===== src/rtl/moesi_snoop_ctrl.sv =====
`timescale 1ns/1ps
module moesi_snoop_ctrl #(
  parameter int LINES  = 4,
  parameter int ADDR_W = 8,
  parameter int DATA_W = 16
) (
  input  logic              clk,
  input  logic              rst_n,
  input  logic              cpu_req,
  input  logic              cpu_we,
  input  logic [ADDR_W-1:0] cpu_addr,
  input  logic [DATA_W-1:0] cpu_wdata,
  output logic              cpu_done,
  output logic [DATA_W-1:0] cpu_rdata,
  output logic              bus_req_valid,
  output logic [1:0]        bus_req_cmd,
  output logic [ADDR_W-1:0] bus_req_addr,
  output logic [DATA_W-1:0] bus_req_data,
  input  logic              bus_gnt,
  input  logic              bus_shared_in,
  input  logic [DATA_W-1:0] bus_fill_data,
  input  logic              snp_valid,
  input  logic [1:0]        snp_cmd,
  input  logic [ADDR_W-1:0] snp_addr,
  output logic              snp_shared,
  output logic              snp_flush,
  output logic              snp_inhibit,
  output logic              snp_wb,
  output logic [DATA_W-1:0] snp_data
);
  localparam int IDX_W = $clog2(LINES);
  localparam int TAG_W = ADDR_W - IDX_W;
  localparam logic [1:0] CMD_WB = 2'd0, CMD_RD = 2'd1, CMD_RDX = 2'd2, CMD_UPG = 2'd3;

  typedef enum logic [2:0] {LS_I, LS_S, LS_E, LS_O, LS_M} lstate_t;
  typedef enum logic [2:0] {F_IDLE, F_EVICT, F_FETCH, F_UPG, F_DONE} fsm_t;

  lstate_t           st_q  [LINES];
  logic [TAG_W-1:0]  tag_q [LINES];
  logic [DATA_W-1:0] dat_q [LINES];
  fsm_t              fsm_q, fsm_d;

  logic [IDX_W-1:0] c_idx, s_idx;
  logic [TAG_W-1:0] c_tag, s_tag;
  lstate_t          c_st, s_st, s_next;
  logic             c_match, c_dirty, c_upg_ok, s_hit, s_dirty;

  assign c_idx    = cpu_addr[IDX_W-1:0];
  assign c_tag    = cpu_addr[ADDR_W-1:IDX_W];
  assign s_idx    = snp_addr[IDX_W-1:0];
  assign s_tag    = snp_addr[ADDR_W-1:IDX_W];
  assign c_st     = st_q[c_idx];
  assign s_st     = st_q[s_idx];
  assign c_match  = (c_st != LS_I) && (tag_q[c_idx] == c_tag);
  assign c_dirty  = (c_st == LS_M) || (c_st == LS_O);
  assign c_upg_ok = c_match && ((c_st == LS_S) || (c_st == LS_O));
  assign s_hit    = snp_valid && (s_st != LS_I) && (tag_q[s_idx] == s_tag);
  assign s_dirty  = (s_st == LS_M) || (s_st == LS_O);

  assign snp_shared  = s_hit && (snp_cmd == CMD_RD);
  assign snp_flush   = s_hit && (((snp_cmd == CMD_RD) && s_dirty) ||
                                 ((snp_cmd == CMD_RDX) && (s_dirty || s_st == LS_E)));
  assign snp_inhibit = s_hit && s_dirty && ((snp_cmd == CMD_RD) || (snp_cmd == CMD_RDX));
  assign snp_wb      = s_hit && (((snp_cmd == CMD_RDX) && s_dirty) ||
                                 ((snp_cmd == CMD_UPG) && (s_st == LS_O)));
  assign snp_data    = dat_q[s_idx];

  always_comb begin
    s_next = s_st;
    case (snp_cmd)
      CMD_RD:  if (s_st == LS_M) s_next = LS_O;
               else if (s_st == LS_E) s_next = LS_S;
      CMD_RDX: s_next = LS_I;
      CMD_UPG: if ((s_st == LS_S) || (s_st == LS_O)) s_next = LS_I;
      default: s_next = s_st;
    endcase
  end

  assign cpu_done      = (fsm_q == F_DONE);
  assign bus_req_valid = ((fsm_q == F_EVICT) && c_dirty) || (fsm_q == F_FETCH) ||
                         ((fsm_q == F_UPG) && c_upg_ok);
  assign bus_req_cmd   = (fsm_q == F_EVICT) ? CMD_WB :
                         (fsm_q == F_UPG)   ? CMD_UPG :
                         (cpu_we ? CMD_RDX : CMD_RD);
  assign bus_req_addr  = (fsm_q == F_EVICT) ? {tag_q[c_idx], c_idx} : cpu_addr;
  assign bus_req_data  = dat_q[c_idx];

  logic              upd_st, upd_tag, upd_dat, rd_ld;
  lstate_t           new_st;
  logic [DATA_W-1:0] new_dat, rd_d;

  always_comb begin
    fsm_d   = fsm_q;
    upd_st  = 1'b0;
    upd_tag = 1'b0;
    upd_dat = 1'b0;
    rd_ld   = 1'b0;
    new_st  = c_st;
    new_dat = cpu_wdata;
    rd_d    = dat_q[c_idx];
    case (fsm_q)
      F_IDLE: if (cpu_req && !snp_valid) begin
        if (c_match) begin
          if (!cpu_we) begin
            rd_ld = 1'b1;
            fsm_d = F_DONE;
          end else if ((c_st == LS_M) || (c_st == LS_E)) begin
            upd_st  = 1'b1;
            new_st  = LS_M;
            upd_dat = 1'b1;
            fsm_d   = F_DONE;
          end else begin
            fsm_d = F_UPG;
          end
        end else begin
          fsm_d = c_dirty ? F_EVICT : F_FETCH;
        end
      end
      F_EVICT: if (!c_dirty) begin
        fsm_d = F_FETCH;
      end else if (bus_gnt) begin
        upd_st = 1'b1;
        new_st = LS_I;
        fsm_d  = F_FETCH;
      end
      F_FETCH: if (bus_gnt) begin
        upd_st  = 1'b1;
        upd_tag = 1'b1;
        upd_dat = 1'b1;
        fsm_d   = F_DONE;
        if (cpu_we) begin
          new_st = LS_M;
        end else begin
          new_st  = bus_shared_in ? LS_S : LS_E;
          new_dat = bus_fill_data;
          rd_ld   = 1'b1;
          rd_d    = bus_fill_data;
        end
      end
      F_UPG: if (!c_upg_ok) begin
        fsm_d = F_FETCH;
      end else if (bus_gnt) begin
        upd_st  = 1'b1;
        new_st  = LS_M;
        upd_dat = 1'b1;
        fsm_d   = F_DONE;
      end
      F_DONE: fsm_d = F_IDLE;
      default: fsm_d = F_IDLE;
    endcase
  end

  always_ff @(posedge clk or negedge rst_n) begin
    if (!rst_n) begin
      fsm_q     <= F_IDLE;
      cpu_rdata <= '0;
    end else begin
      fsm_q <= fsm_d;
      if (rd_ld) cpu_rdata <= rd_d;
    end
  end

  always_ff @(posedge clk or negedge rst_n) begin
    if (!rst_n) begin
      for (int i = 0; i < LINES; i++) begin
        st_q[i]  <= LS_I;
        tag_q[i] <= '0;
        dat_q[i] <= '0;
      end
    end else if (s_hit) begin
      st_q[s_idx] <= s_next;
    end else begin
      if (upd_st)  st_q[c_idx]  <= new_st;
      if (upd_tag) tag_q[c_idx] <= c_tag;
      if (upd_dat) dat_q[c_idx] <= new_dat;
    end
  end
endmodule


===== config.mk =====
export PLATFORM = sky130hd
export DESIGN_NAME = moesi_snoop_ctrl
export DESIGN_NICKNAME = d
export VERILOG_FILES = /design/src/rtl/moesi_snoop_ctrl.sv
export SDC_FILE = /design/constraint.sdc
export NUM_CORES = 1
export LEC_CHECK = 0
export ABC_AREA = 1
export BUFFER_PORTS_ARGS = -buffer_cell sky130_fd_sc_hd__buf_2
export CORE_MARGIN = 5
export CORE_UTILIZATION = 55
export CTS_BUF_LIST = sky130_fd_sc_hd__clkbuf_8
export DETAILED_ROUTE_END_ITERATION = 8
export GPL_TIMING_DRIVEN = 0
export PLACE_DENSITY_LB_ADDON = 0.25
export SYNTH_ARGS = -nofsm -noshare
export SYNTH_HDL_FRONTEND = slang
export SYNTH_SLANG_ARGS = --single-unit
export TNS_END_PERCENT = 5

===== constraint.sdc =====
create_clock -name clk -period 3.75 [get_ports clk]
set_input_delay 0.375 -clock clk [delete_from_list [all_inputs] [get_ports clk]]
set_output_delay 0.375 -clock clk [all_outputs]
set_load 0.02 [all_outputs]

==> run_results.csv <==
group,metric,value,unit
timing,fin_ws,618,ps
cells_and_area,n_antenna_cell,0,
logic_synthesis,synth_fa_ha_area_share,0.689,%
floorplanning,pin_count,121,
logic_synthesis,yosys_warnings,0,
global_routing,grt_max_degree,97,
timing,rsz0062_at_grt,"false",
cells_and_area,final_area,8560,um2
logic_synthesis,synth_xor_area_share,0,%
route,drtIter0Drc,654,
cts,cts-root-buf,"clkbuf_8",
logic_synthesis,ys_types,38,
logic_synthesis,yosysSeqAreaShare,41.0,%
cells_and_area,syn_to_final_growth,17.8,%
power_and_ir_drop,p_per_area,680,nW/um2
timing,max_freq,319,MHz
global_routing,gr-total-overflow,0,
timing,tightest_slew,852,ps
place,place_inst,1303,
setup_path,crit_path_top_delay_cell,"nor2_1",
cts,clk_latency,450,ps
cts,clk_path_buf_depth,2,
cells_and_area,layout-drive-gt1-share,19.6,%
setup_path,cp.required,4130,ps
global_routing,grt_antenna_before_repair,0,
route,routed_via_density,5.67,
setup_path,worst-setup-path-type,"reg -> reg",
setup_path,critPathMaxStageDelay,670,ps
setup_path,crit_arrival,3510,ps
cells_and_area,nets,1208,
route,routed_wirelength,22400,um
logic_synthesis,synth_compound_area_share,17.7,%
flow_run,drv_cap,0,
setup_path,cp_max_fo,10,
logic_synthesis,synth_cells,1007,
cts,clkTransAtPathRegs,80,ps
global_routing,grt_usage,28.9,%
logic_synthesis,synth_top_family_by_area,"simple AND/OR/NAND/NOR gates",
route,vias,7572,
timing,finClkSkew,14.1,ps
power_and_ir_drop,p_leak,4.57,nW
logic_synthesis,synthSimpleGateAreaFrac,31.4,%
timing,finalSetupViolCount,0,
route,firstDrtPassIters,8,
cts,cts_resized,0,
status,outcome,"completed",
setup_path,cp-start-kind,"register",
place,place_hpwl,16100,um
timing,tns,0,ps
setup_path,critPathTopFamily,"simple AND/OR/NAND/NOR gates",
floorplanning,initial_utilization,55.5,%
setup_path,crit_buf_inv,4,
setup_path,crit_chain,"nor2_1, inv_1, nor2_1, inv_1, nor2_1, inv_1, clkbuf_1, o21ai_0, nand3_1, nand2_1",
timing,period_share,83.5,%
floorplanning,core_area,13100,um2
place,place_area,8120,um2
place,port_buffers,119,
cts,cts_inserted_buffers,17,
logic_synthesis,avgSynthCellArea,7.22,um2
timing,hold_slack,202,ps
place,dp_slack,686,ps
route,antenna_left,0,
logic_synthesis,synth-seq-cells,119,
route,wl_per_cell,16.8,um
place,routabilityCongestion,0.946,
timing,slew_headroom,42.8,%
cts,cts_tree,"yes",
timing,hold_viol,0,
logic_synthesis,synth_nets,1068,
logic_synthesis,synthMuxAreaShare,0,%
global_routing,grt_pass1_vias,7274,
cts,cts_sinks,119,
floorplanning,die_w,125,um
setup_path,worstSetupEndpointType,"register",
power_and_ir_drop,finalPower,5.82,mW
worst_hold_path,hold_path_class,"in -> reg",
timing,period_needed,3130,ps
floorplanning,dieHeight,125,um
logic_synthesis,synth_area,7270,um2
route,drc,0,
cts,h-tree-depth,4,
cells_and_area,fin_cells,1336,
floorplanning,die-area,15600,um2
floorplanning,placementRows,42,
power_and_ir_drop,ir_worst_vdd,0.407,mV
global_routing,grt_pass1_wl,36500,um
cells_and_area,fin_util,65.4,%
timing,slew_viol_final,0,
==> placed cells by master, fill, tap and decap left out, drive strengths merged, types with 4 or more instances in the layout <==
cell type  count
ha             4
o221ai        32
dfrtp        119
inv          105
a22oi         37
buf          150
clkinv        12
o21ai         77
nor3           6
a31oi         13
bufinv         4
a21oi         32
nand3         75
clkbuf        35
nand2        354
nor2          87
nand4          6
==> final cells by class <==
class                           count  area [um2]
Fill cell                        1176        4530
Multi-Input combinational cell    733        3620
Sequential cell                   119        2980
Timing Repair Buffer              121         639
Inverter                          108         405
Buffer                             47         264
Clock buffer                       18         248
Tap cell                          176         220
Clock inverter                     14         183
==> logic make-up after synthesis <==
| kind of cell | after synthesis |
|---|---|
| flip-flops | 119 |
| AND/OR/NAND/NOR | 531 |
| AO/OA/AOI/OAI | 198 |
| buffers and inverters | 155 |
| adder cells (fa/ha/maj) | 4 |
==> sequential cells by signal, summed over array words and instances, names as in the netlist <==
| register | count |
|---|---|
| dat_q | 64 |
| tag_q | 24 |
| cpu_rdata | 16 |
| st_q | 12 |
| fsm_q | 3 |
==> synthesized netlist by cell type (all sizes together) <==
library cell  count  area share (%)
a21o              1            0.10
a21oi            32             2.8
a221oi            1            0.12
a22oi            37             3.8
a31oi            13             1.1
and3              2            0.17
buf              30             2.8
clkbuf           17            0.88
clkinv            4            0.21
dfrtp           119              41
ha                4            0.69
inv             104             5.4
nand2           354              19
nand3            75             5.5
nand4             6            0.60
nor2             87             5.7
nor3              6            0.48
nor3b             1            0.10
o211a             1            0.14
o211ai            2            0.21
o21ai            77             5.3
o221ai           32             3.9
o22ai             2            0.17
==> what timing repair did <==
action | CTS | global route
hold buffers | 1 | 0
endpoints found under the hold margin | 23 | 0
buffers inserted | 0 | 0
==> worst min-delay path, delay by kind of cell <==
kind / cells / cell delay (ps)
AO/OA/AOI/OAI: 1 / 80
buffers and inverters: 1 / 100
AND/OR/NAND/NOR: 1 / 70
==> per-layer routing <==
| metal | up-vias | track usage (%) | routed length (um) |
|---|---|---|---|
| met5 | - | 0 | 0 |
| met4 | 0 | 10.9 | 734 |
| met3 | 67 | 8.06 | 1970 |
| met2 | 400 | 47.7 | 10700 |
| met1 | 3504 | 36.3 | 9040 |
| li1 | 3601 | - | - |
==> worst paths after layout <==
kind / from / endpoint / slack (ps) / cells after the start
min: bus_fill_data[7] / cpu_rdata[7] / 200 / 3
max in group asynchronous: rst_n / dat_q[12] / 2650 / 3
min in group asynchronous: rst_n / fsm_q[0] / 350 / 2
max reg2reg: fsm_q[2] / st_q[7] / 620 / 10
min reg2reg: dat_q[27] / dat_q[27] / 490 / 2
max: fsm_q[2] / st_q[7] / 620 / 10
==> report_power, final <==
group / leakage, nW / switching, mW / internal [mW]
Sequential: 1.45 / 0.373 / 1.86
Clock: 0.223 / 0.540 / 0.735
Combinational: 2.89 / 1.51 / 0.807
(Power assumes the default switching activity.)
